$ cat src/rtl/pot_chain_pkg.sv
package pot_chain_pkg;

    localparam int FRAME_BITS = 17;
    localparam int CODE_BITS  = 8;

    typedef enum logic [2:0] {
        ST_IDLE  = 3'd0,
        ST_SETUP = 3'd1,
        ST_HIGH  = 3'd2,
        ST_LOW   = 3'd3,
        ST_HOLD  = 3'd4
    } seq_state_t;

endpackage

$ cat src/rtl/pot_half_timer.sv
// Counts system cycles of one serial half period while the sequencer runs.
module pot_half_timer #(
    parameter int HALF = 7
) (
    input  logic clk,
    input  logic rst_n,
    input  logic run,
    output logic tick
);
    localparam int CW = (HALF > 1) ? $clog2(HALF) : 1;

    logic [CW-1:0] cnt_q;

    assign tick = run && (cnt_q == CW'(HALF - 1));

    always_ff @(posedge clk) begin
        if (!rst_n) begin
            cnt_q <= '0;
        end else if (!run || tick) begin
            cnt_q <= '0;
        end else begin
            cnt_q <= cnt_q + 1'b1;
        end
    end
endmodule

$ cat src/rtl/pot_seq_fsm.sv
// Sequencer: setup, clock high/low phases, hold, done.
module pot_seq_fsm
    import pot_chain_pkg::*;
#(
    parameter int TOTAL_BITS = 68
) (
    input  logic clk,
    input  logic rst_n,
    input  logic start,
    input  logic tick,
    output logic load,
    output logic shift,
    output logic capture,
    output logic busy,
    output logic ser_en,
    output logic ser_clk,
    output logic done
);
    localparam int CNT_W = $clog2(TOTAL_BITS + 1);

    seq_state_t       state_q;
    seq_state_t       state_d;
    logic [CNT_W-1:0] rise_q;
    logic             all_sent;

    assign all_sent = (rise_q == CNT_W'(TOTAL_BITS));

    // state register
    always_ff @(posedge clk) begin
        if (!rst_n) begin
            state_q <= ST_IDLE;
        end else begin
            state_q <= state_d;
        end
    end

    // next state
    always_comb begin
        state_d = state_q;
        unique case (state_q)
            ST_IDLE:  if (start) state_d = ST_SETUP;
            ST_SETUP: if (tick)  state_d = ST_HIGH;
            ST_HIGH:  if (tick)  state_d = all_sent ? ST_HOLD : ST_LOW;
            ST_LOW:   if (tick)  state_d = ST_HIGH;
            ST_HOLD:  if (tick)  state_d = ST_IDLE;
            default:             state_d = ST_IDLE;
        endcase
    end

    assign busy    = (state_q != ST_IDLE);
    assign load    = (state_q == ST_IDLE) && start;
    assign capture = tick && ((state_q == ST_SETUP) || (state_q == ST_LOW));
    assign shift   = tick && (state_q == ST_HIGH) && !all_sent;

    // registered outputs and rise counter
    always_ff @(posedge clk) begin
        if (!rst_n) begin
            ser_en  <= 1'b0;
            ser_clk <= 1'b0;
            done    <= 1'b0;
            rise_q  <= '0;
        end else begin
            ser_en  <= (state_d != ST_IDLE);
            ser_clk <= (state_d == ST_HIGH);
            done    <= (state_q == ST_HOLD) && tick;
            if (load) begin
                rise_q <= '0;
            end else if (capture) begin
                rise_q <= rise_q + 1'b1;
            end
        end
    end
endmodule

$ cat src/rtl/pot_shift_path.sv
// Outgoing and returning shift registers for the whole chain.
module pot_shift_path #(
    parameter int TOTAL_BITS = 68
) (
    input  logic                  clk,
    input  logic                  rst_n,
    input  logic                  load,
    input  logic                  shift,
    input  logic                  capture,
    input  logic [TOTAL_BITS-1:0] load_data,
    input  logic                  ret_bit,
    output logic                  out_bit,
    output logic [TOTAL_BITS-1:0] rx_data
);
    logic [TOTAL_BITS-1:0] tx_q;
    logic [TOTAL_BITS-1:0] rx_q;

    assign out_bit = tx_q[TOTAL_BITS-1];
    assign rx_data = rx_q;

    always_ff @(posedge clk) begin
        if (!rst_n) begin
            tx_q <= '0;
        end else if (load) begin
            tx_q <= load_data;
        end else if (shift) begin
            tx_q <= {tx_q[TOTAL_BITS-2:0], 1'b0};
        end
    end

    always_ff @(posedge clk) begin
        if (!rst_n) begin
            rx_q <= '0;
        end else if (capture) begin
            rx_q <= {rx_q[TOTAL_BITS-2:0], ret_bit};
        end
    end
endmodule

$ cat src/rtl/chain_pot_writer.sv
module chain_pot_writer
    import pot_chain_pkg::*;
#(
    parameter int NUM_DEV     = 4,
    parameter int CLK_HZ      = 125_000_000,
    parameter int MAX_SCLK_HZ = 10_000_000,
    parameter int DIV_RATIO   = 14
) (
    input  logic                            clk,
    input  logic                            rst_n,
    input  logic                            start_i,
    input  logic [NUM_DEV*FRAME_BITS-1:0]   cfg_i,
    output logic                            busy_o,
    output logic                            done_o,
    output logic [NUM_DEV*FRAME_BITS-1:0]   rdback_o,
    output logic                            sen_o,
    output logic                            sclk_o,
    output logic                            sdat_o,
    input  logic                            sret_i
);
    localparam int TOTAL_BITS = NUM_DEV * FRAME_BITS;
    localparam int HALF       = DIV_RATIO / 2;

    // elaboration-time rate and ratio checks
    if ((DIV_RATIO < 2) || ((DIV_RATIO % 2) != 0)) begin : g_bad_ratio
        $error("DIV_RATIO must be even and at least 2");
    end
    if (longint'(CLK_HZ) > longint'(MAX_SCLK_HZ) * longint'(DIV_RATIO)) begin : g_too_fast
        $error("serial clock would exceed MAX_SCLK_HZ");
    end

    logic tick;
    logic load;
    logic shift;
    logic capture;
    logic out_bit;

    pot_half_timer #(
        .HALF (HALF)
    ) u_timer (
        .clk   (clk),
        .rst_n (rst_n),
        .run   (busy_o),
        .tick  (tick)
    );

    pot_seq_fsm #(
        .TOTAL_BITS (TOTAL_BITS)
    ) u_fsm (
        .clk     (clk),
        .rst_n   (rst_n),
        .start   (start_i),
        .tick    (tick),
        .load    (load),
        .shift   (shift),
        .capture (capture),
        .busy    (busy_o),
        .ser_en  (sen_o),
        .ser_clk (sclk_o),
        .done    (done_o)
    );

    pot_shift_path #(
        .TOTAL_BITS (TOTAL_BITS)
    ) u_path (
        .clk       (clk),
        .rst_n     (rst_n),
        .load      (load),
        .shift     (shift),
        .capture   (capture),
        .load_data (cfg_i),
        .ret_bit   (sret_i),
        .out_bit   (out_bit),
        .rx_data   (rdback_o)
    );

    assign sdat_o = sen_o & out_bit;
endmodule

$ cat config.mk
export PLATFORM = sky130hd
export DESIGN_NAME = chain_pot_writer
export DESIGN_NICKNAME = d
export VERILOG_FILES = /design/src/rtl/pot_chain_pkg.sv /design/src/rtl/pot_half_timer.sv /design/src/rtl/pot_seq_fsm.sv /design/src/rtl/pot_shift_path.sv /design/src/rtl/chain_pot_writer.sv
export SDC_FILE = /design/constraint.sdc
export NUM_CORES = 1
export LEC_CHECK = 0
export CAP_MARGIN = 20
export CORE_MARGIN = 10
export CORE_UTILIZATION = 54
export DETAILED_ROUTE_END_ITERATION = 12
export PLACE_DENSITY = 0.86
export SLEW_MARGIN = 5
export SYNTH_ARGS = -nofsm -noshare
export SYNTH_HDL_FRONTEND = slang
export SYNTH_SLANG_ARGS = --single-unit
$ cat constraint.sdc
create_clock -name clk -period 3.7 [get_ports clk]
set_input_delay 0.74 -clock clk [delete_from_list [all_inputs] [get_ports clk]]
set_output_delay 0.74 -clock clk [all_outputs]
set_load 0.005 [all_outputs]
==> summary.txt, run 1 <==
Floorplan
  • Die W: 127 um
  • Die Y: 127 um
  • Initial core utilization: between 50% and 60%
  • Die Footprint: about 0.016 sq mm
  • Io pins: 145
  • Row Count: 38
  • Core area: about 0.011 sq mm

Global routing
  • Grt ovf: 0
  • First-pass GRT wire length: around 26 mm
  • Number of global-route vias before repair: 5,177
  • Antenna violations before repair: 0
  • Total track usage: 19.2%
  • Largest net degree at the start of global routing: 77

Power and ir drop
  • P_leak: 2.76 nW
  • Power per standard cell area: 474 mW/mm^2
  • Peak supply drop: roughly 0.34 mV

Drt
  • ANT nets after route: 0
  • DRC viols: 0
  • Routed WL per cell: 16.6 um
  • Drt first pass iters: 5
  • Vias per cell: between 5 and 6
  • Iteration-0 DRC Markers: 570
  • WL final: 15.9 mm
  • Vias: 5,363

Critical path
  • CP Capture Type: primary output
  • Reg-to-reg startpoint: u_fsm.state_q[0]
  • Critical Path Fanout Max: 12
  • Critical Path AT: ~1.8 ns
  • Worst reg-to-reg setup slack: ~1.4 ns
  • Crit Path Category: reg2out
  • Startpoint class of the critical path: flop
  • Critical Path RT: roughly 3 ns
  • Reg2reg path depth: 4
  • Reg-to-Reg End: u_path.rx_data[23]

Layout
  • Commonest cells after routing, fill and taps aside: 152 x dfxtp_1, 148 x nand2_1, 143 x clkdlybuf4s50_1
  • Area grow syn2layout: 33.7%
  • Fin nets: between 800 and 900
  • Share of layout cells above drive strength 1: 5.53%
  • Ant. Diodes: 0
  • Fillers: 798
  • Final Util: 74.9%
  • Fin cells: about 950
  • Most common cell after layout, fill and taps aside: dfxtp_1

Timing
  • Post-route minimum period: 2.56 ns
  • Final Max Slew Viols: 0
  • Final Cycle Share: between 60% and 70%
  • Final Skew: about 0.0076 ns
  • Worst slew margin: 35.1%
  • Final setup vio count: 0
  • RSZ-0062 raised after global routing: no
  • Worst Max-Slew Pin Slew: 0.973 ns
  • Setup TNS Final: 0 ns
  • Achievable frequency: 391 MHz
  • Hold_ws: around 0.45 ns
  • Hold Vio Cnt, Final: 0

Synthesis
  • Library cells used by synthesis: 37
  • Cells after Synth: 692
  • Seq/Total Area, Yosys: 49.5%
  • Synth Cell Area: 0.00615 sq mm
  • Synthesis Warnings: 0
  • Syn avg cell area: 8.88 sq um
  • Synth Net Count: 768
  • Synth Register Bits: 152

Worst hold path
  • Hold path endpoint: u_timer.cnt_q[0]
  • Hold Crit Start: u_timer.cnt_q[0]
  • Tightest Hold Check Type: reg2reg
  • Hold path depth: 1

Job
  • Max-cap violations: 0

Clocking
  • Clock sinks: 152
  • H-tree depth: 4
  • Number of hold buffers added after CTS: 0
  • Root Buffer: clkbuf_16
  • Worst-skew pair later-pin latency: around 0.42 ns
  • Buffer depth of the longest clock path: 2
  • Clk slew on worst S/H paths: 0.06 ns
  • Post-CTS setup repair buffer count: 0
  • TritonCTS clock tree: done
  • CTS buffer count: 17
  • Post_cts resized: 0

Status
  • Status: finished, final reports clean

Place
  • DP Wirelength: 10.3 mm
  • Post-Place Cells: 923
  • Port bufs: approximately 140
  • RePlAce Congestion: between 0.8 and 0.9
## cell type report
type	instances	area, sq um	share of cell area, %
clock buffers	22	464	5.65
flip-flops and latches	152	3040	37.0
repair buffers	153	1510	18.3
inverters	7	26.3	0.320
clock inverters	9	195	2.37
well taps	140	175	2.13
multi-input cells	471	2810	34.2
## power breakdown
part	internal (mW)	switching, mW	leakage, nW
registers	1.69	0.0292	1.24
clock network	1.29	0.635	0.324
logic	0.141	0.109	1.20
total	3.12	0.773	2.76
## worst max-delay path by stage
| stage | start | to | cells past startpoint |
|---|---|---|---|
| 4_1_cts | u_fsm.state_q[0] | busy_o | 3 |
| 2_1_floorplan | u_fsm.rise_q[0] | u_path.tx_q[1] | 9 |
| 3_5_place_dp | start_i | u_path.tx_q[12] | 5 |
| 6_report | u_fsm.state_q[0] | busy_o | 3 |
| 5_1_grt | u_fsm.state_q[0] | busy_o | 3 |
| 3_3_place_gp | start_i | u_path.tx_q[16] | 5 |
## critical path, stage by stage (launching register included)
cell,delay (ns)
dfxtp_1,0.45
nor3_1,0.39
inv_1,0.10
clkdlybuf4s50_1,0.46
## logic make-up after synthesis
family	share of synthesized area, %
AOI/OAI and AO/OA	26.1
xor gates and xnor gates	0.855
adders and majority gates	0.814
buffers and inverters	5.07
DFF	49.5
and+or+nand+nor	17.7
## state kept, by name, indices dropped and copies added, names as in the netlist
signal,cells
u_fsm.rise_q,7
u_path.tx_q,68
u_fsm.ser_en,1
u_path.rx_data,68
u_fsm.done,1
u_fsm.state_q,3
u_timer.cnt_q,3
u_fsm.ser_clk,1
## synthesized netlist by cell type
library cell  count  area, sq um
a311o_1           1         10.0
nand3_1          69          345
nand4b_1          2         17.5
nand4_1           1         6.26
o211ai_1          1         7.51
nor2_1           12         45.0
or2_2             1         6.26
o31ai_1           1         7.51
a31oi_1           1         6.26
buf_2            15         75.1
buf_6             3         33.8
a21boi_0        105          788
nand2_1         149          559
o221ai_1          1         8.76
nor4_1            3         18.8
a21boi_1         30          225
and4b_1           1         10.0
inv_1             7         26.3
buf_4             3         22.5
nor3b_1           1         7.51
xor2_1            1         8.76
xnor2_1           5         43.8
nand2b_1          2         12.5
o21a_1            1         7.51
and2_1            2         12.5
clkbuf_1         33          124
nor3_1            3         15.0
dfxtp_1         152         3040
a22o_1            1         8.76
nor4b_4           1         23.8
o22a_1            1         8.76
a21oi_1           3         15.0
a22oi_1          66          495
nand3b_1          1         7.51
ha_1              4         50.1
buf_1             8         30.0
a311oi_2          1         15.0
## through the flow
stage               total power [mW]  setup WS, ns  area [sq um]
CTS                             3.92          1.12          8220
floorplan                       1.88          1.95          6150
global placement                1.99          1.32          7560
global route                    4.02          1.02          8220
finish                          3.89          1.14          8220
detailed placement              2.00          1.23          7560
## metal layers
metal | vias up | GRT usage, % | part of all wire (%)
met5 | - | 0 | 0
li1 | 2633 | - | -
met4 | 0 | 6.30 | 1.1
met3 | 16 | 8.87 | 8.5
met1 | 2565 | 22.7 | 43
met2 | 149 | 30.3 | 48
No activity file was read; power rests on OpenSTA's default activity.
==> run 2: changes to the inputs <==
--- a/config.mk
+++ b/config.mk
@@ -7,9 +7,9 @@
 export LEC_CHECK = 0
 export CAP_MARGIN = 20
 export CORE_MARGIN = 10
-export CORE_UTILIZATION = 54
+export CORE_UTILIZATION = 45
 export DETAILED_ROUTE_END_ITERATION = 12
-export PLACE_DENSITY = 0.86
+export PLACE_DENSITY = 0.76
 export SLEW_MARGIN = 5
 export SYNTH_ARGS = -nofsm -noshare
 export SYNTH_HDL_FRONTEND = slang
==> constraint.sdc (replaced) <==
create_clock -name clk -period 2.35 [get_ports clk]
set_input_delay 0.47 -clock clk [delete_from_list [all_inputs] [get_ports clk]]
set_output_delay 0.47 -clock clk [all_outputs]
set_load 0.005 [all_outputs]
==> run 2 against run 1 <==
Effect of this change: combinational power up 62%; flip-flop and latch count unchanged; via count down 0.99%; power up 64%; critical endpoint unchanged; clock-buffer cell count down 2; clock skew down 0.0021 ns; setup slack worse by 1.0 ns; non-clock buffer count unchanged; largest cell class unchanged; utilization down 11 points.
==> summary.txt, run 2 (synthesis results as in run 1) <==
Timing
  • Final Max Slew Viols: 0 (unchanged)
  • Worst Max-Slew Pin Slew: 0.454 ns (-0.519 ns)
  • Final Cycle Share: 94.0%
  • Achievable frequency: 453 MHz
  • Final setup vio count: 0 (unchanged)
  • Final Skew: 0.00545 ns (-0.00212 ns)
  • RSZ-0062 raised after global routing: no
  • Setup TNS Final: 0 ns (unchanged)
  • Hold Vio Cnt, Final: 0 (unchanged)
  • Post-route minimum period: 2.21 ns
  • Worst slew margin: 69.7% (+35 points)

Place
  • Placement Cell Area: 0.00769 sq mm (+1.8%)
  • Post-Place Cells: 959 (+3.9%)
  • DP Wirelength: 10.3 mm (about the same)
  • RePlAce Congestion: 0.759 (-5.6%)
  • Port bufs: 144 (unchanged)

Global routing
  • First-pass GRT wire length: 25.2 mm (-2.1%)
  • Total track usage: 16.3% (-2.9 points)
  • Number of global-route vias before repair: 5,196 (+0.37%)
  • Largest net degree at the start of global routing: 71 (-7.8%)
  • Antenna violations before repair: 0 (unchanged)
  • Grt ovf: 0 (unchanged)

Drt
  • WL final: 15.4 mm (-2.8%)
  • Drt first pass iters: 5 (unchanged)
  • ANT nets after route: 0 (unchanged)
  • DRC viols: 0 (unchanged)
  • Iteration-0 DRC Markers: 352 (-38%)
  • Vias per cell: 5.36 (-4.7%)
  • Vias: 5,310 (-0.99%)
  • Routed WL per cell: 15.6 um (-6.4%)

Critical path
  • CP Capture Type: primary output
  • Reg2reg path depth: 7 (+3)
  • CP Capture Point: busy_o
  • Reg-to-reg startpoint: u_fsm.rise_q[0]
  • Startpoint class of the critical path: flop
  • Reg-to-Reg End: u_path.tx_q[5]
  • Critical Path Fanout Max: 12 (unchanged)
  • Critical Path AT: 1.74 ns (-0.08 ns)
  • Crit Path Category: reg2out
  • Worst reg-to-reg setup slack: 0.33 ns (-1.04 ns)
  • Critical Path RT: 1.88 ns (-1.08 ns)
  • CP startpoint: u_fsm.state_q[0]

Power and ir drop
  • Total Power: 6.39 mW (+64%)
  • P_leak: 2.82 nW (+2.0%)
  • Peak supply drop: 0.389 mV (+15%)
  • Power per standard cell area: 759 mW/mm^2 (+60%)

Status
  • Status: finished, final reports clean

Clocking
  • Clock sinks: 152 (unchanged)
  • Root Buffer: clkbuf_16
  • Number of hold buffers added after CTS: 0 (unchanged)
  • CTS buffer count: 17 (unchanged)
  • Post_cts resized: 0 (unchanged)
  • TritonCTS clock tree: done
  • Buffer depth of the longest clock path: 2 (unchanged)
  • Post-CTS setup repair buffer count: 0 (unchanged)
  • H-tree depth: 4 (unchanged)
  • Worst-skew pair later-pin latency: 0.41 ns (about the same)
  • Clk slew on worst S/H paths: 0.06 ns (about the same)

Job
  • Max-cap violations: 0 (unchanged)

Layout
  • Most common cell after layout, fill and taps aside: dfxtp_1
  • Ant. Diodes: 0 (unchanged)
  • Post-route cell area: 0.00843 sq mm (+2.5%)
  • Fin nets: 878 (unchanged)
  • Share of layout cells above drive strength 1: 6.01% (+0.48 points)
  • Fin cells: 991 (+3.9%)
  • Commonest cells after routing, fill and taps aside: 152 x dfxtp_1, 148 x nand2_1, 143 x clkdlybuf4s50_1
  • Area grow syn2layout: 37.0%

Floorplan
  • Die Footprint: 0.0187 sq mm (+17%)
  • Core area: 0.0133 sq mm (+21%)
  • Die W: 137 um (+8.0%)
  • Row Count: 42 (+11%)
  • Io pins: 145 (unchanged)
  • Die Y: 137 um (+8.0%)
  • Initial core utilization: 46.2% (-9.7 points)

Worst hold path
  • Tightest Hold Check Type: reg2reg
run 2: final cells by class:
| class | count | area, sq um |
|---|---|---|
| fill | 1066 | 4870 |
| sequential | 152 | 3040 |
| clock buffer | 20 | 457 |
| clock inverter | 12 | 269 |
| timing repair buffer | 153 | 1590 |
| inverter | 7 | 26.3 |
| tap | 176 | 220 |
| multi-input combinational | 471 | 2820 |
run 2: power breakdown:
group	switching (mW)	internal (mW)
clock network	1.02	2.26
registers	0.0456	2.66
logic	0.172	0.232
run 2: how the worst min path moves through the flow:
| stage | start | to | slack (ns) | depth (start not counted) |
|---|---|---|---|---|
| final | u_timer.cnt_q[0] | u_timer.cnt_q[0] | 0.46 | 1 |
| after global routing | u_path.tx_q[47] | u_path.tx_q[47] | 0.48 | 2 |
| after CTS | u_path.tx_q[47] | u_path.tx_q[47] | 0.47 | 2 |
| after detailed placement | u_path.tx_q[47] | u_path.tx_q[47] | 0.46 | 2 |
| after global placement | u_timer.cnt_q[0] | u_timer.cnt_q[0] | 0.44 | 1 |
| after floorplan | u_timer.cnt_q[0] | u_timer.cnt_q[0] | 0.42 | 1 |
run 2: critical path, stage by stage (launching register included):
cell and delay (ns):
dfxtp_1 0.60, nor3_2 0.13, inv_1 0.10, clkdlybuf4s50_1 0.50
run 2: stage by stage:
stage	utilization, %	setup slack (ns)	hold slack, ns
2_1_floorplan	-	0.596	0.417
3_5_place_dp	57.9	0.346	0.457
4_1_cts	63.3	0.0371	0.465
6_report	63.4	0.141	0.458
3_3_place_gp	57.9	0.429	0.435
5_1_grt	63.4	0.0283	0.480
run 2: layer usage:
metal | GRT usage (%) | vias up | part of all wire (%)
met5 | 0 | - | 0
met4 | 4.74 | 0 | 0.88
met3 | 8.69 | 14 | 12
met2 | 25.2 | 151 | 45
met1 | 19.3 | 2514 | 43
li1 | - | 2631 | -
==> run 3: changes to the inputs <==
--- a/config.mk
+++ b/config.mk
@@ -8,6 +8,7 @@
 export CAP_MARGIN = 20
 export CORE_MARGIN = 10
 export CORE_UTILIZATION = 45
+export CTS_CLUSTER_DIAMETER = 150
 export DETAILED_ROUTE_END_ITERATION = 12
 export PLACE_DENSITY = 0.76
 export SLEW_MARGIN = 5
==> results of run 3 <==
The final DEF is identical to that of run 2; final timing and power are the same.
